--- config.mk ---
export PLATFORM = sky130hd
export DESIGN_NAME = dma_ctx_sched
export DESIGN_NICKNAME = d
export VERILOG_FILES = /design/src/rtl/dma_ctx_pkg.sv /design/src/rtl/dma_ctx_ram.sv /design/src/rtl/dma_prio_arb.sv /design/src/rtl/dma_ctx_sched.sv
export SDC_FILE = /design/constraint.sdc
export NUM_CORES = 1
export LEC_CHECK = 0
export BUFFER_PORTS_ARGS = -buffer_cell sky130_fd_sc_hd__buf_2
export CAP_MARGIN = 40
export CORE_MARGIN = 5
export CORE_UTILIZATION = 65
export CTS_CLUSTER_DIAMETER = 40
export DETAILED_ROUTE_END_ITERATION = 10
export PLACE_DENSITY_LB_ADDON = 0.15
export SYNTH_ARGS = -nofsm -noshare
export SYNTH_HDL_FRONTEND = slang
export SYNTH_SLANG_ARGS = --single-unit
--- constraint.sdc ---
create_clock -name clk -period 7.2 [get_ports clk]
set_input_delay 1.44 -clock clk [delete_from_list [all_inputs] [get_ports clk]]
set_output_delay 1.44 -clock clk [all_outputs]
set_load 0.1 [all_outputs]
--- src/rtl/dma_ctx_pkg.sv ---
package dma_ctx_pkg;
    typedef enum logic {
        ENG_IDLE = 1'b0,
        ENG_RUN  = 1'b1
    } eng_state_e;
endpackage

--- src/rtl/dma_ctx_ram.sv ---
module dma_ctx_ram #(
    parameter int DEPTH = 4,
    parameter int DW    = 8,
    parameter int NRD   = 1
) (
    input  logic                             clk,
    input  logic                             rst_n,
    input  logic                             we,
    input  logic [$clog2(DEPTH)-1:0]         waddr,
    input  logic [DW-1:0]                    wdata,
    input  logic [NRD*$clog2(DEPTH)-1:0]     raddr,
    output logic [NRD*DW-1:0]                rdata
);
    localparam int IW = $clog2(DEPTH);

    logic [DW-1:0] mem_q [DEPTH];

    always_ff @(posedge clk or negedge rst_n) begin
        if (!rst_n) begin
            for (int i = 0; i < DEPTH; i++) mem_q[i] <= '0;
        end else if (we) begin
            mem_q[waddr] <= wdata;
        end
    end

    for (genvar r = 0; r < NRD; r++) begin : g_rd
        assign rdata[r*DW +: DW] = mem_q[raddr[r*IW +: IW]];
    end
endmodule

--- src/rtl/dma_prio_arb.sv ---
module dma_prio_arb #(
    parameter int N = 4
) (
    input  logic                  clk,
    input  logic                  rst_n,
    input  logic [N-1:0]          req,
    input  logic [$clog2(N)-1:0]  cur_idx,
    output logic [N-1:0]          grant,
    output logic [$clog2(N)-1:0]  grant_idx,
    output logic                  any,
    output logic                  higher
);
    localparam int IW = $clog2(N);

    for (genvar i = 0; i < N; i++) begin : g_gnt
        if (i == 0) begin : g_first
            assign grant[i] = req[i];
        end else begin : g_rest
            assign grant[i] = req[i] & ~(|req[i-1:0]);
        end
    end

    assign any = |req;

    always_comb begin
        grant_idx = '0;
        higher    = 1'b0;
        for (int i = 0; i < N; i++) begin
            if (grant[i]) grant_idx = IW'(i);
            if (req[i] && (i < int'(cur_idx))) higher = 1'b1;
        end
    end

    // only one grant, only to a requester
    p_grant_onehot_r3: assert property (@(posedge clk) disable iff (!rst_n)
        $onehot0(grant));
    p_grant_requested_r3: assert property (@(posedge clk) disable iff (!rst_n)
        (grant & ~req) == '0);
endmodule

--- src/rtl/dma_ctx_sched.sv ---
module dma_ctx_sched #(
    parameter int NCH = 4,
    parameter int FCW = 8,
    parameter int ECW = 8,
    parameter int AW  = 16
) (
    input  logic                     clk,
    input  logic                     rst_n,
    input  logic                     cfg_we,
    input  logic [$clog2(NCH)-1:0]   cfg_ch,
    input  logic [FCW-1:0]           cfg_frames,
    input  logic [ECW-1:0]           cfg_elems,
    input  logic [AW-1:0]            cfg_src,
    input  logic [AW-1:0]            cfg_dst,
    input  logic [NCH-1:0]           en_set,
    output logic [NCH-1:0]           ch_active,
    output logic                     beat_valid,
    input  logic                     beat_ready,
    output logic [$clog2(NCH)-1:0]   beat_ch,
    output logic [AW-1:0]            beat_src,
    output logic [AW-1:0]            beat_dst,
    output logic [NCH-1:0]           st_frame,
    output logic [NCH-1:0]           st_half,
    output logic [NCH-1:0]           st_block,
    output logic [NCH-1:0]           st_last,
    input  logic [$clog2(NCH)-1:0]   ctx_rd_ch,
    output logic [FCW-1:0]           ctx_rd_frames,
    output logic [ECW-1:0]           ctx_rd_elems,
    output logic [AW-1:0]            ctx_rd_src,
    output logic [AW-1:0]            ctx_rd_dst
);
    import dma_ctx_pkg::*;

    localparam int CHW = $clog2(NCH);
    localparam int EW  = FCW + ECW + 2 * AW;

    typedef struct packed {
        logic [FCW-1:0] frames;
        logic [ECW-1:0] elems;
        logic [AW-1:0]  src;
        logic [AW-1:0]  dst;
    } entry_t;

    typedef struct packed {
        eng_state_e     st;
        logic [CHW-1:0] ch;
        logic [FCW-1:0] frames;
        logic [ECW-1:0] elems;
        logic [AW-1:0]  src;
        logic [AW-1:0]  dst;
        logic [NCH-1:0] en;
        logic [NCH-1:0] started;
        logic [NCH-1:0] fdone;
        logic [NCH-1:0] hdone;
        logic [NCH-1:0] bdone;
        logic [NCH-1:0] lastf;
    } eng_t;

    eng_t q, d;

    // setup store and context store
    entry_t         init_wr, init_cur;
    logic [CHW-1:0] init_raddr;
    entry_t         ctx_wdata, ctx_ld, ctx_dbg;
    logic           ctx_we;
    logic [2*EW-1:0] ctx_rdata;

    assign init_wr = '{frames: cfg_frames, elems: cfg_elems, src: cfg_src, dst: cfg_dst};

    // arbitration
    logic [NCH-1:0] grant;
    logic [CHW-1:0] gidx;
    logic           g_any, g_higher;

    assign init_raddr = (q.st == ENG_RUN) ? q.ch : gidx;

    dma_ctx_ram #(.DEPTH(NCH), .DW(EW), .NRD(1)) i_init_ram (
        .clk   (clk),
        .rst_n (rst_n),
        .we    (cfg_we),
        .waddr (cfg_ch),
        .wdata (init_wr),
        .raddr (init_raddr),
        .rdata (init_cur)
    );

    dma_ctx_ram #(.DEPTH(NCH), .DW(EW), .NRD(2)) i_ctx_ram (
        .clk   (clk),
        .rst_n (rst_n),
        .we    (ctx_we),
        .waddr (q.ch),
        .wdata (ctx_wdata),
        .raddr ({ctx_rd_ch, gidx}),
        .rdata (ctx_rdata)
    );

    assign ctx_ld  = ctx_rdata[EW-1:0];
    assign ctx_dbg = ctx_rdata[2*EW-1:EW];

    dma_prio_arb #(.N(NCH)) i_arb (
        .clk       (clk),
        .rst_n     (rst_n),
        .req       (q.en),
        .cur_idx   (q.ch),
        .grant     (grant),
        .grant_idx (gidx),
        .any       (g_any),
        .higher    (g_higher)
    );

    // next-state logic
    logic [FCW-1:0] nf;
    logic [FCW-1:0] half_pt;
    entry_t         ld;

    always_comb begin
        d         = q;
        d.fdone   = '0;
        d.hdone   = '0;
        d.bdone   = '0;
        d.lastf   = '0;
        ctx_we    = 1'b0;
        ctx_wdata = '0;
        nf        = q.frames - FCW'(1);
        half_pt   = init_cur.frames >> 1;
        ld        = q.started[gidx] ? ctx_ld : init_cur;

        for (int i = 0; i < NCH; i++) begin
            if (en_set[i] && !q.en[i]) begin
                d.en[i]      = 1'b1;
                d.started[i] = 1'b0;
            end
        end

        if (q.st == ENG_IDLE) begin
            if (g_any) begin
                d.st            = ENG_RUN;
                d.ch            = gidx;
                d.frames        = ld.frames;
                d.elems         = ld.elems;
                d.src           = ld.src;
                d.dst           = ld.dst;
                d.started[gidx] = 1'b1;
                if (ld.frames == FCW'(1)) d.lastf[gidx] = 1'b1;
            end
        end else if (beat_ready) begin
            d.src   = q.src + AW'(1);
            d.dst   = q.dst + AW'(1);
            d.elems = q.elems - ECW'(1);
            if (q.elems == ECW'(1)) begin
                d.fdone[q.ch] = 1'b1;
                d.frames      = nf;
                d.elems       = init_cur.elems;
                if ((half_pt != '0) && ((init_cur.frames - nf) == half_pt))
                    d.hdone[q.ch] = 1'b1;
                if (nf == '0) begin
                    d.bdone[q.ch]   = 1'b1;
                    d.en[q.ch]      = 1'b0;
                    d.started[q.ch] = 1'b0;
                    d.st            = ENG_IDLE;
                end else if (g_higher) begin
                    ctx_we    = 1'b1;
                    ctx_wdata = '{frames: nf, elems: init_cur.elems,
                                  src: q.src + AW'(1), dst: q.dst + AW'(1)};
                    d.st      = ENG_IDLE;
                end else if (nf == FCW'(1)) begin
                    d.lastf[q.ch] = 1'b1;
                end
            end
        end
    end

    always_ff @(posedge clk or negedge rst_n) begin
        if (!rst_n) begin
            q    <= '0;
            q.st <= ENG_IDLE;
        end else begin
            q <= d;
        end
    end

    assign ch_active     = q.en;
    assign beat_valid    = (q.st == ENG_RUN);
    assign beat_ch       = q.ch;
    assign beat_src      = q.src;
    assign beat_dst      = q.dst;
    assign st_frame      = q.fdone;
    assign st_half       = q.hdone;
    assign st_block      = q.bdone;
    assign st_last       = q.lastf;
    assign ctx_rd_frames = ctx_dbg.frames;
    assign ctx_rd_elems  = ctx_dbg.elems;
    assign ctx_rd_src    = ctx_dbg.src;
    assign ctx_rd_dst    = ctx_dbg.dst;

    // an offered beat holds until taken
    p_hold_beat_r2: assert property (@(posedge clk) disable iff (!rst_n)
        (beat_valid && !beat_ready) |=> (beat_valid && $stable(beat_ch)
                                         && $stable(beat_src) && $stable(beat_dst)));
    // no switch inside a frame
    p_no_mid_switch_r3: assert property (@(posedge clk) disable iff (!rst_n)
        (beat_valid && beat_ready && q.elems != ECW'(1)) |=> (beat_valid && beat_ch == $past(beat_ch)));
    // a save always hands the engine over
    p_save_yields_r4: assert property (@(posedge clk) disable iff (!rst_n)
        ctx_we |=> !beat_valid);
    // block completion never coincides with a save
    p_no_save_at_block_r7: assert property (@(posedge clk) disable iff (!rst_n)
        (|st_block) |-> !$past(ctx_we));
    // enable drops with block completion
    p_block_clears_en_r12: assert property (@(posedge clk) disable iff (!rst_n)
        (st_block & ch_active) == '0);
    // beats only for enabled channels
    p_beat_enabled_r12: assert property (@(posedge clk) disable iff (!rst_n)
        beat_valid |-> ch_active[beat_ch]);
endmodule

==> results.md <==
* Category of the most critical setup path: flip-flop to flip-flop
* Multiplexer share of the synthesized area at between 10% and 20%
* Net Switching at about 2.2 mW
* Synth top cells by count: dfrtp_1 (459), nand2_1 (398), mux2_2 (218)
* Hold_buf cts at 0
* Summed negative setup slack over all endpoints at 0 ps
* Number of cells traversed by the worst register-to-register path at 14
* WP data arrival at ~5500 ps
* Synthesis-to-finish area growth at 11.7%
* Type of element launching the critical path: flip-flop
* Synthesized netlist net count at 2362
* Total wire length after detailed routing at ~64 mm
* Fillcell total at approximately 2500
* Die area at approximately 40000 um^2
* Global placer's final weighted congestion at ~0.94
* Async SR Flop Fraction at 100%
* Sequential fraction of the synthesis area at about half
* Antenna violations before repair at 6
* Max-slew violation count at 0
* Dominant delay contributor by cell family on the critical path: compound AO/OA/AOI/OAI gates
* DRC errors left at 0
* Share of the synthesized area in the top cell type at between 40% and 50%
* Fraction of synthesized cell area in xor and xnor cells at 1.50%
* Combinational power share at between 15 and 20%
* Min Clock Period, post-route at 5010 ps
* Master of the slowest instance on the critical path: dfrtp_1
* Transition time at the pin with the least slew margin at 960 ps
* Most numerous cell in the Yosys netlist: dfrtp_1
* Worst Hold Path Cells at 0
* Dominant combinational cell family by area after synthesis: multiplexers
* Fmax achieved at 200 MHz
* Number of maximum-capacitance constraint violations at 0
* Share of power burned in registers at between 40 and 50%
* Run status: finished, final reports clean
* Busiest layer in global routing: met1
* Post-synth EDFFs at 0
* Destination of the worst hold path: i_ctx_ram.mem_q[174]
* Maximum net fanout on the critical path at between 60 and 70
* Power Dens Cells at roughly 280 nW/um^2
* Largest area contributor in the netlist: dfrtp_1
* Clock network latency to the later pin of the worst-skew pair at slightly above 600 ps
* Die height at ~200 um
* Post-DR vias/cell at about 6.4
* Post-CTS setup repair buffer count at 0
* Endpoint type of the worst setup path: flip-flop
* Synth Area in Compound Gates at between 10% and 20%
* Diodes inserted at 0
* Primary flip-flop cell chosen by synthesis mapping: dfrtp_1
* FF-to-FF setup slack at between 2000 and 2500 ps
* Largest stage delay, worst path at between 900 and 1000 ps
* Worst Path Buf+Inv at 1
* CTS resizes at 0
* H-tree levels at 2
* Period Utilization, post-route at a little over two thirds
* Final hold vios at 0
* Leakage power at 11.5 nW
* Slew Limit Headroom at ~34%
* Smallest setup slack after layout at around 2200 ps
* Mean cell area of the mapped netlist at around 10 um^2
* Floorplan die width at 200 um
* Reg-to-reg endpoint: st_half[3]
* Clk sink count at roughly 460
* Leading post-synthesis cells by cell area: dfrtp_1 (49%), mux2_2 (10%), nand2_1 (6.4%)
* Total chip power at around 7.4 mW
* Met1 global-route usage at 48.5%
* Min Hold Slack at 398 ps
* Routed length per placed instance at roughly 23 um
* Adder-cell area share of the yosys netlist at 0.888%
* Clock buffers created by TritonCTS at a little over 60
* Placed Cells at roughly 2700
* Worst endpoint required time at between 7000 and 8000 ps
* Internal power summed over all cells at around 5.2 mW
* Type of the worst min-delay path: flip-flop to flip-flop
* Count of yosys warnings during synthesis at 0
* Post-synth design cell area at between 20000 and 25000 um^2
* Maximum resistive drop on vdd at between 0.2 and 0.3 mV
* Via count of the routed design at around 18000
* Worst setup skew after layout at roughly 16 ps
* Fraction of layout cells with a size suffix above 1 at approximately a quarter
* Initial cell density of the core at roughly two thirds
* Number of setup violations in the final report at 0
* Nets at 2363
* Global routing met2 resource utilization at 46.5%
* Relative contribution of the clock network to total power at just over 40%
* Synthesized netlist cell count at roughly 2300
* Clock-pin slew reported for the worst setup and hold paths after clock tree synthesis at 60 ps
* Sw Ratio at 29.7%
* CTS Root Cell: clkbuf_16
* RSZ-0062 raised after global routing: no
* Met3 GRT Util at 9.91%
* Initial DRC Count at 1831
* Number of antenna-violating nets in the routed design at 0
* Placeable core area at approximately 36000 um^2
* Register bit count reported by yosys at roughly 460
* Final instance count without filler cells at around 2800
* Simple-gate share of the synthesized area at ~14%
* First-pass GRT wire length at between 100 and 150 mm
* Startpoint of the worst hold path: i_ctx_ram.mem_q[174]
* Library cells used by synthesis at 69
* Pre-Repair DR Iteration Count at 7
* Tot GR Track Use at 32.5%
* Top-Level Pins at roughly 160
* Global route overflow at 0
* Pre-CTS setup slack at 2240 ps
* Vias in the first global route at about 18000
* Largest net degree at the start of global routing at about 130
* Detail Placement HPWL at approximately 42 mm
* Number of buffers between clock root and the deepest sink at 3
* Count of buffers inserted at the top-level ports at ~160
* TritonCTS clock tree: built
* Cell chain of the critical path: or2_1 -> o31a_2 -> buf_4 -> a21oi_1 -> a22o_1 -> ha_1 -> fa_1 -> nand2b_1 -> a21boi_0 -> o21a_1 -> o211ai_1 -> a311oi_1 -> mux2i_1 -> nor4_1
* RR Startpoint: ch_active[1]
* Cell row count at between 60 and 70
-- worst max-delay path by stage --
stage                 startpoint  cells after the start              end
global route        ch_active[1]                     14       st_half[2]
floorplan           ctx_rd_ch[0]                      3  ctx_rd_elems[0]
global placement    ch_active[1]                     14       st_half[0]
finish              ch_active[1]                     14       st_half[3]
CTS                 ch_active[1]                     14       st_half[3]
detailed placement  ch_active[1]                     14       st_half[3]
-- layer usage --
metal / vias up / share of wire (%)
met5: - / 0.093
met4: 10 / 2.7
met3: 131 / 11
met2: 820 / 44
met1: 8975 / 43
li1: 8100 / -
-- layout by cell type (no fill, tap or decap), drive strengths merged, types with 52 or more instances in the layout --
cell type / instances
a311oi: 52
nand3: 84
o21ai: 195
clkbuf: 73
nor2: 93
nand2: 398
dfrtp: 459
and2: 57
mux2: 222
buf: 198
-- flip-flops by register name (all words and copies together) (netlist names) --
register and flops:
i_ctx_ram.mem_q 192, i_init_ram.mem_q 192, q 20, beat_dst 16, beat_src 16, ch_active 4
st_block 4, st_frame 4, st_half 4, st_last 4, beat_ch 2, beat_valid 1
-- final cells by class --
| class | count | area, um^2 | share of cell area (%) |
|---|---|---|---|
| sequential | 459 | 11500 | 44.0 |
| multi-input combinational | 1539 | 10700 | 40.8 |
| clock buffer | 72 | 1670 | 6.40 |
| timing repair buffer | 200 | 1220 | 4.66 |
| tap | 461 | 577 | 2.21 |
| clock inverter | 40 | 414 | 1.59 |
| inverter | 26 | 97.6 | 0.374 |
-- through the flow --
| stage | utilization [%] | instance area, um^2 |
|---|---|---|
| 5_1_grt | 73.4 | 26100 |
| 4_1_cts | 73.4 | 26100 |
| 2_1_floorplan | - | 23400 |
| 3_5_place_dp | 67.5 | 24000 |
| 6_report | 73.4 | 26100 |
| 3_3_place_gp | 67.1 | 23900 |
-- kinds of logic (layout without fill, tap and decap cells) --
logic type | Yosys count | count (layout)
buffers and inverters | 288 | 338
AO/OA/AOI/OAI | 464 | 464
multiplexers | 289 | 289
adder cells (fa/ha/maj) | 16 | 16
flip-flops | 459 | 459
XOR/XNOR | 40 | 40
AND/OR/NAND/NOR | 730 | 730
-- power groups by stage --
stage               logic, mW  clock network [mW]  registers, mW
floorplan                1.01                   0           3.01
global placement         1.26                   0           3.06
detailed placement       1.29                   0           3.07
CTS                      1.30                3.07           3.03
global route             1.43                3.19           3.07
finish                   1.30                3.04           3.04
No activity file was read; power rests on OpenSTA's default activity.
